**src/rtl/xlat_pkg.sv**
```systemverilog
package xlat_pkg;

  typedef enum logic [1:0] {
    ST_IDLE  = 2'd0,
    ST_WALK  = 2'd1,
    ST_RETRY = 2'd2
  } seq_st_t;

  typedef enum logic [2:0] {
    RES_BYPASS = 3'd0,
    RES_CACHE  = 3'd1,
    RES_TRANSP = 3'd2,
    RES_HIT    = 3'd3,
    RES_BERR   = 3'd4,
    RES_MISS   = 3'd5
  } res_t;

endpackage

```
**src/rtl/xlat_victim_sel.sv**
```systemverilog
module xlat_victim_sel #(
  parameter int ENTRIES = 8,
  localparam int IDX_W = (ENTRIES > 1) ? $clog2(ENTRIES) : 1
) (
  input  logic               clk,
  input  logic               rst,
  input  logic               flush,
  input  logic               fill,
  input  logic [ENTRIES-1:0] vld,
  output logic [IDX_W-1:0]   victim
);

  logic [IDX_W-1:0] rr_ptr;
  logic [IDX_W-1:0] free_idx;
  logic             any_free;

  // lowest-numbered free slot wins
  always_comb begin
    any_free = 1'b0;
    free_idx = '0;
    for (int i = ENTRIES - 1; i >= 0; i--) begin
      if (!vld[i]) begin
        any_free = 1'b1;
        free_idx = IDX_W'(i);
      end
    end
    victim = any_free ? free_idx : rr_ptr;
  end

  always_ff @(posedge clk) begin
    if (rst || flush) begin
      rr_ptr <= '0;
    end else if (fill && !any_free) begin
      rr_ptr <= (rr_ptr == IDX_W'(ENTRIES - 1)) ? '0 : rr_ptr + 1'b1;
    end
  end

endmodule

```
**src/rtl/xlat_tag_array.sv**
```systemverilog
module xlat_tag_array #(
  parameter int ENTRIES = 8,
  parameter int VPN_W   = 20,
  parameter int PPN_W   = 20,
  parameter int FC_W    = 3
) (
  input  logic             clk,
  input  logic             rst,
  input  logic             flush,
  input  logic [VPN_W-1:0] lk_vpn,
  input  logic [FC_W-1:0]  lk_fc,
  output logic             lk_hit,
  output logic [PPN_W-1:0] lk_ppn,
  output logic             lk_berr,
  input  logic             wr_en,
  input  logic [VPN_W-1:0] wr_vpn,
  input  logic [FC_W-1:0]  wr_fc,
  input  logic [PPN_W-1:0] wr_ppn,
  input  logic             wr_berr
);

  localparam int IDX_W = (ENTRIES > 1) ? $clog2(ENTRIES) : 1;

  logic [ENTRIES-1:0] vld;
  logic [VPN_W-1:0]   tag_vpn [ENTRIES];
  logic [FC_W-1:0]    tag_fc  [ENTRIES];
  logic [PPN_W-1:0]   dat_ppn [ENTRIES];
  logic [ENTRIES-1:0] dat_berr;
  logic [ENTRIES-1:0] match;
  logic [IDX_W-1:0]   victim;

  generate
    for (genvar g = 0; g < ENTRIES; g++) begin : g_cmp
      assign match[g] = vld[g] && (tag_vpn[g] == lk_vpn) && (tag_fc[g] == lk_fc);
    end
  endgenerate

  // a page/fc pair is filled only after a miss, so at most one slot matches
  always_comb begin
    lk_hit  = |match;
    lk_ppn  = '0;
    lk_berr = 1'b0;
    for (int i = 0; i < ENTRIES; i++) begin
      if (match[i]) begin
        lk_ppn  = lk_ppn | dat_ppn[i];
        lk_berr = lk_berr | dat_berr[i];
      end
    end
  end

  xlat_victim_sel #(.ENTRIES(ENTRIES)) u_victim (
    .clk    (clk),
    .rst    (rst),
    .flush  (flush),
    .fill   (wr_en),
    .vld    (vld),
    .victim (victim)
  );

  always_ff @(posedge clk) begin
    if (rst || flush) begin
      vld <= '0;
    end else if (wr_en) begin
      vld[victim] <= 1'b1;
    end
  end

  // payload carries no reset; only the valid bits qualify it
  always_ff @(posedge clk) begin
    if (wr_en && !flush) begin
      tag_vpn[victim]  <= wr_vpn;
      tag_fc[victim]   <= wr_fc;
      dat_ppn[victim]  <= wr_ppn;
      dat_berr[victim] <= wr_berr;
    end
  end

endmodule

```
**src/rtl/xlat_resolver.sv**
```systemverilog
module xlat_resolver
  import xlat_pkg::*;
#(
  parameter int FC_W = 3
) (
  input  logic [FC_W-1:0] fc,
  input  logic            rd,
  input  logic            ic_hit,
  input  logic            dc_hit,
  input  logic            tt0,
  input  logic            tt1,
  input  logic            tlb_hit,
  input  logic            tlb_berr,
  input  logic            tlb_only,
  output res_t            res
);

  always_comb begin
    if (!tlb_only && (fc == {FC_W{1'b1}})) begin
      res = RES_BYPASS;
    end else if (!tlb_only && rd && (ic_hit || dc_hit)) begin
      res = RES_CACHE;
    end else if (!tlb_only && (tt0 || tt1)) begin
      res = RES_TRANSP;
    end else if (tlb_hit) begin
      res = tlb_berr ? RES_BERR : RES_HIT;
    end else begin
      res = RES_MISS;
    end
  end

endmodule

```
**src/rtl/xlat_seq_ctrl.sv**
```systemverilog
module xlat_seq_ctrl
  import xlat_pkg::*;
#(
  parameter int ADDR_W    = 32,
  parameter int PAGE_BITS = 12,
  parameter int ENTRIES   = 8,
  parameter int FC_W      = 3
) (
  input  logic                        clk,
  input  logic                        rst,
  input  logic                        flush,
  input  logic                        acc_valid,
  output logic                        acc_ready,
  input  logic [ADDR_W-1:0]           acc_addr,
  input  logic [FC_W-1:0]             acc_fc,
  input  logic                        acc_rd,
  input  logic                        icache_hit,
  input  logic                        dcache_hit,
  input  logic                        tt0_match,
  input  logic                        tt1_match,
  output logic                        walk_req,
  output logic [ADDR_W-PAGE_BITS-1:0] walk_vpn,
  output logic [FC_W-1:0]             walk_fc,
  input  logic                        walk_ack,
  input  logic [ADDR_W-PAGE_BITS-1:0] walk_ppn,
  input  logic                        walk_berr,
  output logic                        mem_strobe,
  output logic [ADDR_W-1:0]           phys_addr,
  output logic                        cyc_abort,
  output logic                        berr_exc,
  output logic                        acc_done
);

  localparam int VPN_W = ADDR_W - PAGE_BITS;

  seq_st_t           state;
  logic [ADDR_W-1:0] sav_addr;
  logic [FC_W-1:0]   sav_fc;

  logic [ADDR_W-1:0] lk_addr;
  logic [FC_W-1:0]   lk_fc;
  logic              retrying;
  logic              take;
  logic              fill;
  logic              tlb_hit;
  logic              tlb_berr;
  logic [VPN_W-1:0]  tlb_ppn;
  res_t              res;

  assign retrying  = (state == ST_RETRY);
  assign acc_ready = (state == ST_IDLE);
  assign take      = (acc_ready && acc_valid) || retrying;
  assign fill      = (state == ST_WALK) && walk_ack;
  assign lk_addr   = retrying ? sav_addr : acc_addr;
  assign lk_fc     = retrying ? sav_fc : acc_fc;
  assign walk_vpn  = sav_addr[ADDR_W-1:PAGE_BITS];
  assign walk_fc   = sav_fc;

  xlat_tag_array #(
    .ENTRIES (ENTRIES),
    .VPN_W   (VPN_W),
    .PPN_W   (VPN_W),
    .FC_W    (FC_W)
  ) u_tags (
    .clk     (clk),
    .rst     (rst),
    .flush   (flush),
    .lk_vpn  (lk_addr[ADDR_W-1:PAGE_BITS]),
    .lk_fc   (lk_fc),
    .lk_hit  (tlb_hit),
    .lk_ppn  (tlb_ppn),
    .lk_berr (tlb_berr),
    .wr_en   (fill),
    .wr_vpn  (sav_addr[ADDR_W-1:PAGE_BITS]),
    .wr_fc   (sav_fc),
    .wr_ppn  (walk_ppn),
    .wr_berr (walk_berr)
  );

  xlat_resolver #(.FC_W(FC_W)) u_res (
    .fc       (lk_fc),
    .rd       (acc_rd),
    .ic_hit   (icache_hit),
    .dc_hit   (dcache_hit),
    .tt0      (tt0_match),
    .tt1      (tt1_match),
    .tlb_hit  (tlb_hit),
    .tlb_berr (tlb_berr),
    .tlb_only (retrying),
    .res      (res)
  );

  always_ff @(posedge clk) begin
    if (rst) begin
      state      <= ST_IDLE;
      sav_addr   <= '0;
      sav_fc     <= '0;
      walk_req   <= 1'b0;
      mem_strobe <= 1'b0;
      phys_addr  <= '0;
      cyc_abort  <= 1'b0;
      berr_exc   <= 1'b0;
      acc_done   <= 1'b0;
    end else begin
      mem_strobe <= 1'b0;
      cyc_abort  <= 1'b0;
      berr_exc   <= 1'b0;
      acc_done   <= 1'b0;
      case (state)
        ST_IDLE, ST_RETRY: begin
          if (take) begin
            sav_addr <= lk_addr;
            sav_fc   <= lk_fc;
            state    <= ST_IDLE;
            case (res)
              RES_BYPASS, RES_TRANSP: begin
                phys_addr  <= lk_addr;
                mem_strobe <= 1'b1;
                acc_done   <= 1'b1;
              end
              RES_CACHE: begin
                acc_done <= 1'b1;
              end
              RES_HIT: begin
                phys_addr  <= {tlb_ppn, lk_addr[PAGE_BITS-1:0]};
                mem_strobe <= 1'b1;
                acc_done   <= 1'b1;
              end
              RES_BERR: begin
                cyc_abort <= 1'b1;
                berr_exc  <= 1'b1;
                acc_done  <= 1'b1;
              end
              RES_MISS: begin
                cyc_abort <= 1'b1;
                walk_req  <= 1'b1;
                state     <= ST_WALK;
              end
              default: ;
            endcase
          end
        end
        ST_WALK: begin
          if (walk_ack) begin
            walk_req <= 1'b0;
            state    <= ST_RETRY;
          end
        end
        default: state <= ST_IDLE;
      endcase
    end
  end

endmodule

```
**config.mk**
```make
export PLATFORM = sky130hd
export DESIGN_NAME = xlat_seq_ctrl
export DESIGN_NICKNAME = d
export VERILOG_FILES = /design/src/rtl/xlat_pkg.sv /design/src/rtl/xlat_victim_sel.sv /design/src/rtl/xlat_tag_array.sv /design/src/rtl/xlat_resolver.sv /design/src/rtl/xlat_seq_ctrl.sv
export SDC_FILE = /design/constraint.sdc
export NUM_CORES = 1
export LEC_CHECK = 0
export ABC_AREA = 0
export BUFFER_PORTS_ARGS = -buffer_cell sky130_fd_sc_hd__buf_2
export CORE_MARGIN = 8
export CORE_UTILIZATION = 50
export DETAILED_ROUTE_END_ITERATION = 6
export PLACE_DENSITY = 0.8
export SETUP_SLACK_MARGIN = 0.15
export SYNTH_ARGS = -nofsm -noshare
export SYNTH_HDL_FRONTEND = slang
export SYNTH_SLANG_ARGS = --single-unit
```
**constraint.sdc**
```tcl
create_clock -name clk -period 3.2 [get_ports clk]
set_input_delay 0.32 -clock clk [delete_from_list [all_inputs] [get_ports clk]]
set_output_delay 0.32 -clock clk [all_outputs]
set_load 0.02 [all_outputs]
```
; After elaboration in Yosys (flattened, before gate mapping)
; Memory sizes are Yosys's and may differ from the RTL's.
; Cells that the tools add are included.
; Widths: inputs -> output; s select.
[totals]
regBits = 93
ram_bits = 344
elab_cells = 169
memories = 3
[op_classes]
add_sub_neg = 1
n_lt_le_gt_ge = 2
n_eq_ne = 28
n_mux = 59
bitwise = 17
reduce_logical = 47
[mem_list]
columns = memory, words, word_bits, read_ports, rd_ports_with_merged_regs, wr, line
row1 = u_tags.dat_ppn, 8, 20, 8, 0, 1, xlat_tag_array.sv:27  ; logic [PPN_W-1:0] dat_ppn [ENTRIES];
row2 = u_tags.tag_vpn, 8, 20, 8, 0, 1, xlat_tag_array.sv:25  ; logic [VPN_W-1:0] tag_vpn [ENTRIES];
row3 = u_tags.tag_fc, 8, 3, 8, 0, 1, xlat_tag_array.sv:26  ; logic [FC_W-1:0] tag_fc [ENTRIES];
[ops]
columns = cell, count
row1 = $eq 20x20->1, 8
row2 = $mux 20, 8
row3 = $or 20x20->20, 7
row4 = $pmux 32 s2, 1
row5 = $mux 3, 16
row6 = $mux 32, 1
row7 = $mux 1, 27
row8 = $logic_and 1x1->1, 25
row9 = $eq 3x3->1, 8
row10 = $eq 3x3->1 const B, 4
row11 = $bwmux 8, 1
row12 = $or 8x8->8, 1
row13 = $reduce_or 8->1, 1
row14 = $or 1x1->1, 7
row15 = $eq 3x2->1 const B, 2
row16 = $reduce_or 2->1, 3
row17 = $reduce_or 3->1, 2
row18 = $reduce_or 5->1, 1
row19 = $logic_or 1x1->1, 4
row20 = $lt 3x4->1 const B, 1
row21 = $mux 2, 2
row22 = $ne 2x2->1 const B, 2
row23 = $pmux 2 s2, 1
row24 = $reduce_and 2->1, 2
row25 = 15 further kinds, 19

; Longest topological paths before layout
[depth]
ltp_word = 29
ltp_mapped = 17
mapped_depth_nobuf = 10

; Modules after synthesis
; Synthesis repeated with hierarchy kept, for this count alone.
[hier_totals]
cells_unflattened = 1386
area_unflattened_um2 = 18474.0
[by_module_without_submodules]
columns = module, instances, cells_each, area_per_inst_um2, seq_area_each_um2
row1 = xlat_tag_array, 1, 918, 14732.9, 10730.3
row2 = xlat_seq_ctrl, 1, 425, 3425.8, 1481.4
row3 = xlat_victim_sel, 1, 30, 239.0, 60.1
row4 = xlat_resolver, 1, 13, 76.3, 0.0

; Worst setup path before layout
; Ideal clock, no wire load.
[synth_path]
path_kind = register -> register
from = reg u_tags.vld[6] (netlist name)
to = reg u_tags.dat_berr[3] (enable)
arrival_time_ns = 3.111
required_time_ns = 2.754
slack_ns = -0.356
path_stages_with_launch = 9
synth_period_minus_slack_ns = 3.556
path_cell_list = dfxtp_1 -> inv_1 -> o21ai_0 -> nand2_1 -> nand2_1 -> a21boi_0 -> o21ai_1 -> nand2_1 -> nor2_1
[synth_rtl]
columns = element, line
row1 = end signal: indexed assignment, xlat_tag_array.sv:74  ; dat_berr[victim] <= wr_berr;
row2 = end: declaration, xlat_tag_array.sv:28  ; logic [ENTRIES-1:0] dat_berr;

; Worst setup path after layout
[layout_path]
from = reg state[0]
to = reg phys_addr[25]
[layout_via]
elab_chain_len = 29
elab_cells_between_ends = 88
cone_classes = eq/ne (20) / mux (24) / bitwise (14) / reduce/logical (30)
[layout_rtl]
columns = element, line
row1 = start: declaration, xlat_seq_ctrl.sv:36  ; seq_st_t state;
row2 = start signal: assignment, xlat_seq_ctrl.sv:95  ; state <= ST_IDLE;
row3 = start signal: assignment, xlat_seq_ctrl.sv:114  ; state <= ST_IDLE;
row4 = start signal: assignment, xlat_seq_ctrl.sv:137  ; state <= ST_WALK;
row5 = $eq 2x2->1, "xlat_seq_ctrl.sv:50, xlat_seq_ctrl.sv:109"
row6 = $mux 32, xlat_seq_ctrl.sv:54  ; assign lk_addr = retrying ? sav_addr : acc_addr;
row7 = $eq 20x20->1, xlat_tag_array.sv:34  ; assign match[g] = vld[g] && (tag_vpn[g] == lk_vpn) && (tag_fc[g] == lk_fc);
row8 = $logic_and 1x1->1 (2 in series), xlat_tag_array.sv:34
row9 = $mux 1, xlat_tag_array.sv:44  ; if (match[i]) begin
row10 = $or 1x1->1, xlat_tag_array.sv:46  ; lk_berr = lk_berr | dat_berr[i];
row11 = $mux 1, xlat_tag_array.sv:44
row12 = $or 1x1->1, xlat_tag_array.sv:46
row13 = (+12 left out), n/a
row14 = $mux 3, xlat_resolver.sv:25  ; end else if (tlb_hit) begin
row15 = $mux 3, xlat_resolver.sv:23  ; end else if (!tlb_only && (tt0 || tt1)) begin
row16 = $mux 3, xlat_resolver.sv:21  ; end else if (!tlb_only && rd && (ic_hit || dc_hit)) begin
row17 = $mux 3, xlat_resolver.sv:19  ; if (!tlb_only && (fc == {FC_W{1'b1}})) begin
row18 = $eq 3x2->1 / $logic_not 3->1 (equally long branches), xlat_seq_ctrl.sv:115  ; case (res)
row19 = $reduce_or 2->1, n/a
row20 = $reduce_bool 2->1 (no source line), n/a
row21 = $reduce_and 3->1 (no source line), n/a
row22 = end signal: assignment, xlat_seq_ctrl.sv:117  ; phys_addr <= lk_addr;
row23 = end signal: assignment, xlat_seq_ctrl.sv:125  ; phys_addr <= {tlb_ppn, lk_addr[PAGE_BITS-1:0]};
row24 = end: declaration, xlat_seq_ctrl.sv:28  ; output logic [ADDR_W-1:0] phys_addr,
; Parallel ways exist; a longest one is shown, timed or not. The select of a mux whose other input is x is not followed.
; A chain may end at the register's enable or synchronous reset.

==> results.cfg <==
[global_route]
grt_pass1_vias = 18369
gr-total-overflow = 0
grt_pass1_wl_um = 132000
grt_max_degree = 45
grt_util_all_layers = 0.382
antenna_found_initial = 0

[yosys]
syn-instance-count = 1739
netlist_area_um2 = 20800
synthXorXnorAreaFrac = 0.0565
synth_area_leaders = edfxtp_1, dfxtp_1, xor2_1, xnor2_1, a22oi_1
synthesis.nets = 1807
synth_top_family_by_area = compound AO/OA/AOI/OAI gates
yosysWarningCount = 0
synth_compound_area_frac = 0.166
synthFlopType = edfxtp_1
synth_edf_count = 352
syn_area_per_cell_um2 = 12.0
synth_mux_area_frac = 0.0229
yosysSeqAreaShare = 0.590
ys_ff_latch = 437
synthAdderAreaFrac = 0.00120
synthDistinctLibCells = 82
synth-simple-area-share = 0.115
synth_top_area_frac = 0.508
yosys.area.top_type = edfxtp_1
ys_async_sr_fraction = 0

[cts]
cts_tree = done
clock_sinks = 437
clk_latency_ns = 0.61
cts_htree_levels = 2
root_buffer = clkbuf_16
numCtsBuffers = 47
clkSlewWorstSetupHoldPaths_ns = 0.07
clock_path_buffers = 3

[sta]
setup_slack_ns = -0.507
rsz0062_at_grt = yes
holdWs_ns = 0.0234
fin_crit_ns = 3.71
hold_viol_final = 0
worstMarginPinSlew_ns = 0.857
clock-skew-final_ns = 0.0315
relSlewSlack = 0.429
report.final.slew_viol_count = 0
fmax_mhz = 270
finalSetupTns_ns = -11.30
post-route-period-util = 1.16
finalSetupViolCount = 33

[setup_path]
cp.arrival_ns = 4.19
critPathLaunchType = flop
cp.required_ns = 3.69
critical_path.endpoint = phys_addr[25]
reg2reg_from = state[0]
cp_max_fo = 7
reg2reg_slack_ns = -0.51
worstSetupPathType = flop to flop
critPathMaxStageDelay_ns = 0.47
crit_path_cell_trace = nand2b_4 > buf_12 > buf_4 > o21ai_0 > and4b_1 > o21ai_0 > or4_4 > nor2_4 > or4_4 > o2111ai_4 > buf_12 > buf_6 > mux2i_4 > o2bb2ai_2
worst-r2r-cell-count = 14
crit_path_top_delay_cell = o21ai_0
crit_path_start = state[0]
critPathCaptureType = flop
r2r_end = phys_addr[25]

[power]
p_total_mw = 13.7
powerDensity_nw_per_um2 = 479
ir_worst_vdd_uv = 747
p_leak_nw = 10.8

[floorplan]
num_rows = 74
ios = 127
core-area_um2 = 40900
die_area_um2 = 48400
start_util = 0.508
die_x_um = 220
die_h_um = 220

[status]
status = finished, violations left
violations = DRC, setup timing

[drt]
num_vias = 19216
wirelength_um = 97000
wl_per_cell_um = 34.3
via_per_inst = 6.79
drc_errors = 3
drt-initial-drc-count = 2875
drt_pass1_iterations = 7
ant_nets = 0

[finish]
drive_gt1_frac = 0.357
syn2layout_area_growth_pct = 37.9
num_antenna_cells = 0
final_nets = 2328
final_area_um2 = 28700

[placement]
hpwlAfterDp_um = 65800
dpl_cell_area_um2 = 24900
gp_congestion = 1.04
port_buffers = 126
dp_slack_ns = -0.580

[run]
cap_violations = 0

[worst_hold_path]
min_path_type = input port to flop
[placed cells by master (no fill, tap or decap), types with 17 or more instances in the layout]
cell type / count
buf_4: 354
edfxtp_1: 352
buf_2: 126
nand2_1: 109
inv_1: 93
dfxtp_1: 75
nor2_1: 71
xor2_1: 68
nor2b_1: 64
a22oi_1: 62
xnor2_1: 57
clkbuf_16: 57
a21oi_1: 56
buf_12: 45
o21ai_0: 41
buf_6: 32
nand4_1: 29
dlygate4sd3_1: 26
nor3_1: 25
o22ai_1: 23
o2bb2ai_1: 22
a221oi_1: 20
a211oi_1: 19
nand3_1: 17
[per-stage QoR]
step / utilization / std cells
after global placement: 0.608 / 2651
final: 0.701 / 2831
after detailed placement: 0.608 / 2651
after floorplan: - / 1739
after CTS: 0.673 / 2788
after global routing: 0.701 / 2831
[worst max-delay path, delay by kind of cell (launching register included)]
kind | cells | cell delay (ns)
compound gates | 4 | 1.04
buf+inv | 4 | 0.66
flops | 1 | 0.36
mux | 1 | 0.31
simple gates | 5 | 1.22
[area by class of cell]
class	count	area [um^2]
flip-flops and latches	437	12300
multi-input cells	1083	8590
well taps	532	666
clock inverters	23	290
fillers	2815	12200
inverters	93	349
repair buffers	598	5160
clock buffers	65	1330
[how the worst min path moves through the flow]
stage                                  to          start  cells after the start  slack (ns)
detailed placement           sav_addr[10]   sav_addr[10]                      2        0.45
floorplan              u_tags.dat_berr[0]      walk_berr                      0        0.42
global placement            phys_addr[28]  phys_addr[28]                      1        0.44
finish                        sav_addr[1]    acc_addr[1]                      3        0.02
CTS                          phys_addr[7]    acc_addr[7]                      3       0.004
global route        u_tags.dat_ppn[1][10]   walk_ppn[10]                      1        0.02
[cell families after synthesis]
group           after synthesis
compound gates              459
xor+xnor                    134
fa+ha+maj                     2
buf+inv                     219
flops                       437
mux                          39
simple gates                449
[synthesized netlist by cell type, types with 19 or more instances]
cell type	number
nor4_1	24
a21oi_1	60
inv_1	93
dfxtp_1	85
xor2_1	68
nor2b_1	65
o21ai_0	48
clkbuf_1	64
o22ai_1	27
o2111ai_1	19
xnor2_1	66
mux2i_1	24
nand4_1	29
nor3_1	26
nor2_1	85
a211oi_1	22
edfxtp_1	352
nand2_1	110
a22oi_1	64
buf_4	24
o2bb2ai_1	33
a2111oi_0	23
buf_2	30
a221oi_1	25
[routing by layer]
| layer | vias up | part of all wire | GRT usage |
|---|---|---|---|
| met5 | - | 0 | 0 |
| met4 | 0 | 0.078 | 0.238 |
| met3 | 411 | 0.12 | 0.0823 |
| met2 | 1716 | 0.45 | 0.605 |
| met1 | 9352 | 0.35 | 0.474 |
| li1 | 7737 | - | - |
[state kept, by name, summed over array words and instances (netlist names)]
| name | count |
|---|---|
| sav_addr | 32 |
| u_tags.tag_fc | 24 |
| berr_exc | 1 |
| phys_addr | 32 |
| state | 2 |
| acc_done | 1 |
| u_tags.vld | 8 |
| cyc_abort | 1 |
| mem_strobe | 1 |
| u_tags.tag_vpn | 160 |
| u_tags.dat_ppn | 160 |
| u_tags.u_victim.rr_ptr | 3 |
| walk_req | 1 |
| u_tags.dat_berr | 8 |
| walk_fc | 3 |
[what timing repair did]
action                                  4_1_cts  5_1_grt
endpoints found under the setup margin       38       38
resized for setup                           107      126
hold endpoints to repair                    145        0
hold buffers                                 26        0
cloned                                        5        8
buffers inserted                             18       35
pin swaps                                     9       42
[power by group]
group	total [mW]	switching (mW)	internal, mW
Combinational	1.67	1.00	0.663
Clock	5.77	2.44	3.34
Sequential	6.28	0.0725	6.21
Total	13.7	3.51	10.2
Power figures use the tool's default switching activity.
